### src/rtl/bpred_pkg.sv
package bpred_pkg;

   typedef logic [1:0] ctr_t;

   localparam ctr_t CTR_MIN      = 2'd0;
   localparam ctr_t CTR_MAX      = 2'd3;
   localparam ctr_t CTR_WEAK_NT  = 2'd1;

   // saturating step of a two-bit direction counter
   function automatic ctr_t ctr_next(input ctr_t cur, input logic taken);
      ctr_t res;
      if (taken) res = (cur == CTR_MAX) ? CTR_MAX : cur + 2'd1;
      else       res = (cur == CTR_MIN) ? CTR_MIN : cur - 2'd1;
      return res;
   endfunction

   // upper half of the range leans taken
   function automatic logic ctr_leans_taken(input ctr_t cur);
      return cur[1];
   endfunction

endpackage

### src/rtl/bp_dir_table.sv
module bp_dir_table
   import bpred_pkg::*;
#(
   parameter int unsigned PC_W    = 32,
   parameter int unsigned ENTRIES = 512,
   parameter int unsigned IDX_LO  = 2
) (
   input  logic            clk,
   input  logic            rst_n,
   input  logic [PC_W-1:0] rd_pc,
   output logic            rd_taken,
   input  logic            wr_en,
   input  logic [PC_W-1:0] wr_pc,
   input  logic            wr_taken
);
   localparam int unsigned IDX_W = $clog2(ENTRIES);

   if (ENTRIES < 2 || (1 << IDX_W) != ENTRIES) begin : g_bad_entries
      $error("bp_dir_table: ENTRIES must be a power of two of at least 2");
   end
   if (IDX_LO + IDX_W > PC_W) begin : g_bad_index
      $error("bp_dir_table: index field exceeds PC width");
   end

   ctr_t             ctr_q [ENTRIES];
   logic [IDX_W-1:0] rd_idx;
   logic [IDX_W-1:0] wr_idx;

   assign rd_idx = rd_pc[IDX_LO +: IDX_W];
   assign wr_idx = wr_pc[IDX_LO +: IDX_W];

   always_ff @(posedge clk or negedge rst_n) begin
      if (!rst_n) begin
         for (int e = 0; e < int'(ENTRIES); e++) ctr_q[e] <= CTR_WEAK_NT;
      end else if (wr_en) begin
         ctr_q[wr_idx] <= ctr_next(ctr_q[wr_idx], wr_taken);
      end
   end

   // read sees registered contents: a same-cycle write is not forwarded
   assign rd_taken = ctr_leans_taken(ctr_q[rd_idx]);

endmodule

### src/rtl/bp_target_buf.sv
module bp_target_buf #(
   parameter int unsigned PC_W    = 32,
   parameter int unsigned ENTRIES = 64,
   parameter int unsigned IDX_LO  = 2,
   parameter int unsigned TAG_W   = 0
) (
   input  logic            clk,
   input  logic            rst_n,
   input  logic [PC_W-1:0] rd_pc,
   output logic            rd_hit,
   output logic [PC_W-1:0] rd_target,
   input  logic            wr_en,
   input  logic [PC_W-1:0] wr_pc,
   input  logic [PC_W-1:0] wr_target
);
   localparam int unsigned IDX_W      = $clog2(ENTRIES);
   localparam int unsigned FULL_TAG_W = PC_W - IDX_LO - IDX_W;
   localparam int unsigned USE_TAG_W  = (TAG_W == 0) ? FULL_TAG_W : TAG_W;

   if (ENTRIES < 2 || (1 << IDX_W) != ENTRIES) begin : g_bad_entries
      $error("bp_target_buf: ENTRIES must be a power of two of at least 2");
   end
   if (IDX_LO + IDX_W >= PC_W) begin : g_bad_index
      $error("bp_target_buf: no PC bits left for the tag");
   end
   if (USE_TAG_W > FULL_TAG_W) begin : g_bad_tag
      $error("bp_target_buf: TAG_W wider than the bits above the index");
   end

   logic                 vld_q [ENTRIES];
   logic [USE_TAG_W-1:0] tag_q [ENTRIES];
   logic [PC_W-1:0]      tgt_q [ENTRIES];

   logic [IDX_W-1:0]     rd_idx;
   logic [IDX_W-1:0]     wr_idx;
   logic [USE_TAG_W-1:0] rd_tag;
   logic [USE_TAG_W-1:0] wr_tag;

   assign rd_idx = rd_pc[IDX_LO +: IDX_W];
   assign wr_idx = wr_pc[IDX_LO +: IDX_W];

   // full tag compares every bit above the index; a partial tag keeps the low ones
   if (USE_TAG_W == FULL_TAG_W) begin : g_full_tag
      assign rd_tag = rd_pc[PC_W-1 -: USE_TAG_W];
      assign wr_tag = wr_pc[PC_W-1 -: USE_TAG_W];
   end else begin : g_part_tag
      assign rd_tag = rd_pc[IDX_LO+IDX_W +: USE_TAG_W];
      assign wr_tag = wr_pc[IDX_LO+IDX_W +: USE_TAG_W];
   end

   always_ff @(posedge clk or negedge rst_n) begin
      if (!rst_n) begin
         for (int e = 0; e < int'(ENTRIES); e++) vld_q[e] <= 1'b0;
      end else if (wr_en) begin
         vld_q[wr_idx] <= 1'b1;
      end
   end

   always_ff @(posedge clk) begin
      if (wr_en) begin
         tag_q[wr_idx] <= wr_tag;
         tgt_q[wr_idx] <= wr_target;
      end
   end

   assign rd_hit    = vld_q[rd_idx] && (tag_q[rd_idx] == rd_tag);
   assign rd_target = tgt_q[rd_idx];

endmodule

### src/rtl/bp_pc_gen.sv
module bp_pc_gen #(
   parameter int unsigned      PC_W     = 32,
   parameter int unsigned      STEP     = 16,
   parameter logic [PC_W-1:0]  RESET_PC = '0
) (
   input  logic            clk,
   input  logic            rst_n,
   input  logic            redirect_valid,
   input  logic [PC_W-1:0] redirect_pc,
   input  logic            take,
   input  logic [PC_W-1:0] take_target,
   output logic [PC_W-1:0] fetch_pc,
   output logic            fetch_valid,
   output logic [PC_W-1:0] next_pc
);
   if (STEP == 0) begin : g_bad_step
      $error("bp_pc_gen: STEP must be non-zero");
   end

   logic [PC_W-1:0] pc_q;
   logic            bubble_q;
   logic [PC_W-1:0] seq_pc;

   assign seq_pc = pc_q + PC_W'(STEP);

   always_ff @(posedge clk or negedge rst_n) begin
      if (!rst_n) begin
         pc_q     <= RESET_PC;
         bubble_q <= 1'b0;
      end else if (redirect_valid) begin
         pc_q     <= redirect_pc;
         bubble_q <= 1'b0;
      end else if (bubble_q) begin
         bubble_q <= 1'b0;
      end else if (take) begin
         pc_q     <= take_target;
         bubble_q <= 1'b1;
      end else begin
         pc_q     <= seq_pc;
      end
   end

   assign fetch_pc    = pc_q;
   assign fetch_valid = !bubble_q;
   assign next_pc     = take ? take_target : seq_pc;

endmodule

### src/rtl/fetch_redirect_predictor.sv
module fetch_redirect_predictor #(
   parameter int unsigned     PC_W        = 32,
   parameter int unsigned     FETCH_WIDTH = 4,
   parameter int unsigned     INSTR_BYTES = 4,
   parameter int unsigned     DIR_ENTRIES = 512,
   parameter int unsigned     TGT_ENTRIES = 64,
   parameter int unsigned     TGT_TAG_W   = 0,
   parameter logic [PC_W-1:0] RESET_PC    = '0
) (
   input  logic            clk,
   input  logic            rst_n,
   input  logic            redirect_valid,
   input  logic [PC_W-1:0] redirect_pc,
   input  logic            upd_valid,
   input  logic [PC_W-1:0] upd_pc,
   input  logic            upd_taken,
   input  logic [PC_W-1:0] upd_target,
   output logic [PC_W-1:0] fetch_pc,
   output logic            fetch_valid,
   output logic            pred_taken,
   output logic [PC_W-1:0] next_pc
);
   localparam int unsigned IDX_LO = $clog2(INSTR_BYTES);
   localparam int unsigned STEP   = FETCH_WIDTH * INSTR_BYTES;

   if (FETCH_WIDTH == 0) begin : g_bad_width
      $error("fetch_redirect_predictor: FETCH_WIDTH must be at least 1");
   end
   if ((1 << IDX_LO) != INSTR_BYTES) begin : g_bad_ibytes
      $error("fetch_redirect_predictor: INSTR_BYTES must be a power of two");
   end

   logic            dir_taken;
   logic            tgt_hit;
   logic [PC_W-1:0] tgt_addr;

   bp_dir_table #(
      .PC_W    (PC_W),
      .ENTRIES (DIR_ENTRIES),
      .IDX_LO  (IDX_LO)
   ) u_dir (
      .clk      (clk),
      .rst_n    (rst_n),
      .rd_pc    (fetch_pc),
      .rd_taken (dir_taken),
      .wr_en    (upd_valid),
      .wr_pc    (upd_pc),
      .wr_taken (upd_taken)
   );

   bp_target_buf #(
      .PC_W    (PC_W),
      .ENTRIES (TGT_ENTRIES),
      .IDX_LO  (IDX_LO),
      .TAG_W   (TGT_TAG_W)
   ) u_tgt (
      .clk       (clk),
      .rst_n     (rst_n),
      .rd_pc     (fetch_pc),
      .rd_hit    (tgt_hit),
      .rd_target (tgt_addr),
      .wr_en     (upd_valid && upd_taken),
      .wr_pc     (upd_pc),
      .wr_target (upd_target)
   );

   assign pred_taken = fetch_valid && dir_taken && tgt_hit;

   bp_pc_gen #(
      .PC_W     (PC_W),
      .STEP     (STEP),
      .RESET_PC (RESET_PC)
   ) u_pc (
      .clk            (clk),
      .rst_n          (rst_n),
      .redirect_valid (redirect_valid),
      .redirect_pc    (redirect_pc),
      .take           (pred_taken),
      .take_target    (tgt_addr),
      .fetch_pc       (fetch_pc),
      .fetch_valid    (fetch_valid),
      .next_pc        (next_pc)
   );

endmodule

### config.mk
export PLATFORM = sky130hd
export DESIGN_NAME = fetch_redirect_predictor
export DESIGN_NICKNAME = d
export VERILOG_FILES = /design/src/rtl/bpred_pkg.sv /design/src/rtl/bp_dir_table.sv /design/src/rtl/bp_target_buf.sv /design/src/rtl/bp_pc_gen.sv /design/src/rtl/fetch_redirect_predictor.sv
export SDC_FILE = /design/constraint.sdc
export NUM_CORES = 2
export LEC_CHECK = 0
export BUFFER_PORTS_ARGS = -buffer_cell sky130_fd_sc_hd__buf_2
export CAP_MARGIN = 10
export CORE_AREA = 3 3 590 592
export DETAILED_ROUTE_END_ITERATION = 10
export DIE_AREA = 0 0 593 595
export GPL_ROUTABILITY_DRIVEN = 0
export HOLD_SLACK_MARGIN = 0.02
export PLACE_DENSITY = 0.72
export SYNTH_ARGS = -nofsm -noshare
export SYNTH_HDL_FRONTEND = slang
export SYNTH_HIERARCHICAL = 1
export SYNTH_SLANG_ARGS = --single-unit
### constraint.sdc
create_clock -name clk -period 12.4 [get_ports clk]
set_input_delay 2.48 -clock clk [delete_from_list [all_inputs] [get_ports clk]]
set_output_delay 2.48 -clock clk [all_outputs]
set_load 0.02 [all_outputs]
After elaboration in Yosys (flattened, before gate mapping)
Memories as Yosys holds them, arrays and structs flattened.
Index checks and enable logic that the tools add are counted.

cells by class
  multiply operators = 0
  shift-type cells = 0
  mux-type cells = 26
  $add $sub $neg = 3
  divide/modulo/power cells = 0
  bitwise gates (word level) = 5
  reductions and logical operators = 8
  eq/ne operators = 3
  order comparisons = 6

operator list
  cell                     number
  $bwmux W1024             1
  $mux W32                 3
  $or A64 B64 Y64          1
  $bmux W2 S9              2
  $add A32 B5 Y32 const B  1
  $eq A24 B24 Y1           1
  $ge A10 B10 Y1 const B   2
  $not A9 Y10              2
  $demux W2 S9             1
  $mux W2                  9
  $ge A7 B7 Y1 const B     2
  $not A6 Y7               2
  $lt A10 B1 Y1 const B    1
  $mux W1                  8
  $lt A7 B1 Y1 const B     1
  $bmux W1 S6              1
  $demux W1 S6             1
  $logic_and A1 B1 Y1      6
  $add A2 B1 Y2 const B    1
  $eq A2 B2 Y1 const B     1
  $logic_not A2 Y1         1
  $ne A2 B2 Y1 const B     1
  $sub A2 B1 Y2 const B    1
  $logic_not A1 Y1         1

storage, ports and cells
  memory bits (writable) = 3584
  memories = 2
  bits in read-only memories = 0
  logic and storage cells = 631
  bits in latches = 0
  register bits after elaboration = 1121

memories
  name         words  bits a word  read ports  clocked after Yosys merged registers in  wr ports  line                 RTL
  u_tgt.tgt_q  64     32           1           0                                        1         bp_target_buf.sv:32  logic [PC_W-1:0] tgt_q [ENTRIES];
  u_tgt.tag_q  64     24           1           0                                        1         bp_target_buf.sv:31  logic [USE_TAG_W-1:0] tag_q [ENTRIES];

Depth between registers and ports, before layout
  depth in word-level cells = 9
  gate-level depth with buffers = 21
  gate-level depth less buffers = 15

Hierarchy
Netlist, hierarchy kept.

by module, submodules not included
  module                    area each (um^2)  cells each  times used
  bp_target_buf             139169.7          5758        1
  bp_dir_table              53661.5           4988        1
  bp_pc_gen                 2623.8            334         1
  fetch_redirect_predictor  12.5              2           1

Worst setup path after synthesis
No wires, ideal clock.

  path kind = input-to-reg
  start = input upd_valid
  end = register u_tgt/vld_q[7] (netlist bit)
  path slack = 4.876 ns
  cell stages on the path = 5
  path buffers = 0
  data arrival time = 7.436 ns
  required time = 12.312 ns
  cell sequence = and2_1 nand4_1 or2_2 nor3_1 or2_2

between the ends
  cells in the longest elaborated chain, start to end = 1

RTL lines
  what                            line                            RTL
  start: declaration              fetch_redirect_predictor.sv:14  input logic upd_valid,
  $logic_and A1 B1 Y1             fetch_redirect_predictor.sv:62  .wr_en (upd_valid && upd_taken),
  end signal: indexed assignment  bp_target_buf.sv:55             vld_q[wr_idx] <= 1'b1;
  end: declaration                bp_target_buf.sv:30             logic vld_q [ENTRIES];

Every way passes these cells.
A chain may end at the register's enable or synchronous reset.

Final worst setup path
  start = register u_pc.pc_q[2] (netlist: u_pc/fetch_pc[2])
  end = output next_pc[24]

between the ends
  cells in the longest elaborated chain, start to end = 7
  elaborated cells between the ends (all ways) = 16

RTL lines
  what                                                     line                            RTL
  start: declaration                                       bp_pc_gen.sv:20                 logic [PC_W-1:0] pc_q;
  start signal: assignment                                 bp_pc_gen.sv:31                 pc_q <= redirect_pc;
  start signal: assignment                                 bp_pc_gen.sv:36                 pc_q <= take_target;
  start signal: assignment                                 bp_pc_gen.sv:39                 pc_q <= seq_pc;
  branches (longest 4 deep; another with $mem_v2 Z64 W24)  --
  $logic_and A1 B1 Y1 (*)                                  bp_target_buf.sv:66             assign rd_hit = vld_q[rd_idx] && (tag_q[rd_idx] == rd_tag);
  net tgt_hit                                              fetch_redirect_predictor.sv:34  logic tgt_hit;
  $logic_and A1 B1 Y1 (*)                                  fetch_redirect_predictor.sv:67  assign pred_taken = fetch_valid && dir_taken && tgt_hit;
  $mux W32 (*)                                             bp_pc_gen.sv:45                 assign next_pc = take ? take_target : seq_pc;
  end: declaration                                         fetch_redirect_predictor.sv:21  output logic [PC_W-1:0] next_pc

Mark *: on every way through the listed nets, which the timed path passes. The select of a mux whose other input is x is not followed.

==> results.toml <==
[run_status]
status = "finished, violations left"
violations = "max-capacitance violations, max-slew violations"

[final_layout]
seqCellArea_um2 = 136000
area_growth_pct = 10.7
fillerInstances = 22922
finalNetCount = 11433
post-route-util = 0.631
multiInputGateArea_um2 = 55600
drive_above_1_share = 0.317

[sta]
rsz0062_at_grt = "no"
fin_crit_sh = 0.901
setup_violations = 0
worst_pin_slew_ps = 1520
fmax_ghz = 0.0895
fin_skew_ps = 152
slew_headroom = -0.0103
drv_slew = 38
final-hold-violation-count = 0
tns_ps = 0
fin_hold_ws_ps = 467
period_needed_ps = 11170

[critical_path]
critical_path.endpoint = "next_pc[24]"
r2r_cells = 15
timing.rr.end = "u_pc/fetch_pc[23]$_DFFE_PN0P_"
cp-start-kind = "flip-flop"
cp_max_fo = 92
critPathLaunch = "u_pc/fetch_pc[2]$_DFFE_PN0P_"
required_ps = 9920
worst-r2r-setup-slack_ps = 4740
r2r_start = "u_pc/fetch_pc[2]$_DFFE_PN0P_"
cp_data_arrival_time_ps = 8690
cp-end-kind = "output port"
critical_path_class = "flip-flop to output port"

[synth]
synth_nets = 11184
synthesis.area_um2 = 195000
synth_edf_count = 3584
syn_inst = 11082
ys_warn_count = 6
yosysSeqAreaShare = 0.697
ys_top_cells_by_area = "edfxtp_1, mux4_2, dfrtp_1"
synth.distinct_cells = 87
avgSynthCellArea_um2 = 17.6
ys_async_sr_fraction = 0.238
synth_ff_type = "edfxtp_1"
yosys.area.top_type = "edfxtp_1"
synth_seq_cells = 4705
synth_top_area_frac = 0.551

[global_routing]
grt_pass1_wl_um = 828000
grt_usage = 0.331
grt_pass1_vias = 111656
antenna_found_initial = 37
grt_start_max_net_pins = 305
grt_overflow = 0

[detailed_routing]
ant_nets = 0
drt_first_iter_violations = 17135
num_vias = 113408
via_per_inst = 6.96
totalWireLength_um = 585000
drt_drc_violations_left = 0
drt_pass1_iterations = 6
post_drt_wl_per_cell_um = 35.9

[pwr]
ir_drop_uv = 244
pwr-share-clk = 0.404
switching_share = 0.237
leakagePower_nw = 72.3
p_per_area_nw_per_um2 = 160
seq_power_share = 0.504
comb_power_share = 0.092
p_sw_w = 0.00819
power.internal_w = 0.0263

[clock_network]
cts_buffers = 455
post_cts_buffers = 0
hold_buffers = 0
ctsHtreeMaxLevel = 5
cts_tree = "done"
cts.repair.resized = 0
cts.root.buffer_cell = "clkbuf_16"
clock_sinks = 4705
cts_buffer_depth = 4
clkLatencyLatePin_ps = 1070
clk_pin_slew_ps = 60

[flow_run]
maxCapViolCount = 1

[die]
initial_utilization = 0.570
chipHeight_um = 595
die_area_um2 = 353000
core_um2 = 343000
die_x_um = 593
ios = 167
placementRows = 215

[placement]
io_buffers = 164
post-dp-hpwl_um = 323000

[worst_hold_path]
hp-class = "flip-flop to flip-flop"
-- flip-flops by register name, summed over array words and instances, names as in the netlist --
name	cells
u_tgt/vld_q	64
u_pc/bubble_q	1
u_tgt/tgt_q	2048
u_dir/ctr_q	1024
u_tgt/tag_q	1536
u_pc/fetch_pc	32
-- cell usage after synthesis (9+ instances only) --
| cell type | count |
|---|---|
| o21ai_2 | 480 |
| nor3_1 | 28 |
| buf_4 | 52 |
| a31oi_1 | 27 |
| mux4_2 | 1335 |
| and2_1 | 16 |
| a22o_1 | 18 |
| edfxtp_1 | 3584 |
| and3_1 | 14 |
| inv_1 | 24 |
| dfrtp_1 | 609 |
| a22oi_1 | 144 |
| o31ai_1 | 11 |
| o21ai_0 | 602 |
| nand3_1 | 104 |
| nand2_1 | 1725 |
| dfstp_2 | 512 |
| o22ai_1 | 39 |
| o211ai_1 | 10 |
| mux2i_1 | 371 |
| buf_2 | 126 |
| a221oi_1 | 24 |
| buf_8 | 9 |
| nand3b_1 | 10 |
| nor2_1 | 203 |
| a211oi_1 | 27 |
| buf_1 | 59 |
| nand4_1 | 31 |
| o221ai_1 | 25 |
| or2_2 | 73 |
| nor4_1 | 12 |
| xnor2_1 | 17 |
| a21oi_1 | 87 |
| a32oi_1 | 9 |
| nor2b_1 | 26 |
| mux2_2 | 40 |
| clkbuf_1 | 303 |
| nand2b_1 | 21 |
| xor2_1 | 19 |
| buf_6 | 137 |
-- kinds of logic after synthesis --
family                     count (synthesis)  synth area share
and+or+nand+nor                         2300            0.0487
xor gates and xnor gates                  36           0.00161
muxes                                   1746             0.175
buffers and inverters                    713            0.0214
AOI/OAI and AO/OA                       1579            0.0556
DFF                                     4705             0.697
adders and majority gates                  3          0.000192
-- metrics by stage --
step	cells	instance area, um2	power, W	worst slack [ps]
4_1_cts	16270	216000	0.0346	1380
5_1_grt	16279	216000	0.0354	1250
3_3_place_gp	15424	201000	0.0208	2450
6_report	16291	216000	0.0345	1230
2_1_floorplan	11082	195000	0.0197	4880
3_5_place_dp	15428	201000	0.0208	2560
-- how the worst min path moves through the flow --
stage	startpoint	to	slack (ps)	depth (start not counted)
floorplan	u_tgt/vld_q[13]$_DFFE_PN0P_	u_tgt/vld_q[13]$_DFFE_PN0P_	430	1
global placement	u_tgt/vld_q[37]$_DFFE_PN0P_	u_tgt/vld_q[37]$_DFFE_PN0P_	450	1
detailed placement	u_tgt/vld_q[41]$_DFFE_PN0P_	u_tgt/vld_q[41]$_DFFE_PN0P_	450	1
CTS	u_tgt/vld_q[41]$_DFFE_PN0P_	u_tgt/vld_q[41]$_DFFE_PN0P_	460	1
global route	u_dir/ctr_q[892]$_DFFE_PN1P_	u_dir/ctr_q[892]$_DFFE_PN1P_	480	2
finish	u_tgt/vld_q[39]$_DFFE_PN0P_	u_tgt/vld_q[39]$_DFFE_PN0P_	470	1
-- worst max-delay path: stages, from the launching register on --
cell	delay, ps
dfrtp_4	910
buf_12	550
mux4_2	350
o22ai_1	90
nor3_1	570
nor2_1	110
a2111oi_0	1150
xor2_1	180
nor4_1	690
nand4_1	270
nor4b_2	460
and3_4	780
inv_1	90
buf_4	310
o311ai_0	210
nand3_1	430
buf_2	300
-- metal layers --
layer,track usage,share of wire
met1,0.447,0.34
met2,0.510,0.47
met3,0.0752,0.13
met4,0.171,0.063
met5,0.00561,0.00068
-- area by class of cell --
class / instances / area share
Multi-Input combinational cell: 5664 / 0.257
Clock buffer: 598 / 0.0573
Inverter: 26 / 0.000503
Clock inverter: 244 / 0.0120
Antenna cell: 18 / 0.000208
Sequential cell: 4705 / 0.630
Timing Repair Buffer: 479 / 0.0165
Tap cell: 4557 / 0.0263
-- placed cells by master, fill, tap and decap left out, drive strengths merged, types with 28 or more instances in the layout --
master	instances
edfxtp	3584
nand2	1725
mux4	1335
o21ai	1083
dfrtp	609
clkbuf	599
dfstp	512
buf	478
mux2i	371
nor2	203
clkinv	177
a22oi	144
nand3	105
a21oi	87
or2	73
bufinv	43
mux2	40
o22ai	39
inv	33
nand4	32
nor3	28
-- power groups by stage --
stage / Sequential (W) / Combinational, W / Clock (W)
floorplan: 0.0176 / 0.00206 / 0
global placement: 0.0177 / 0.00306 / 0
detailed placement: 0.0177 / 0.00312 / 0
CTS: 0.0174 / 0.00313 / 0.0141
global route: 0.0174 / 0.00330 / 0.0147
finish: 0.0174 / 0.00316 / 0.0140
Power figures use the tool's default switching activity.
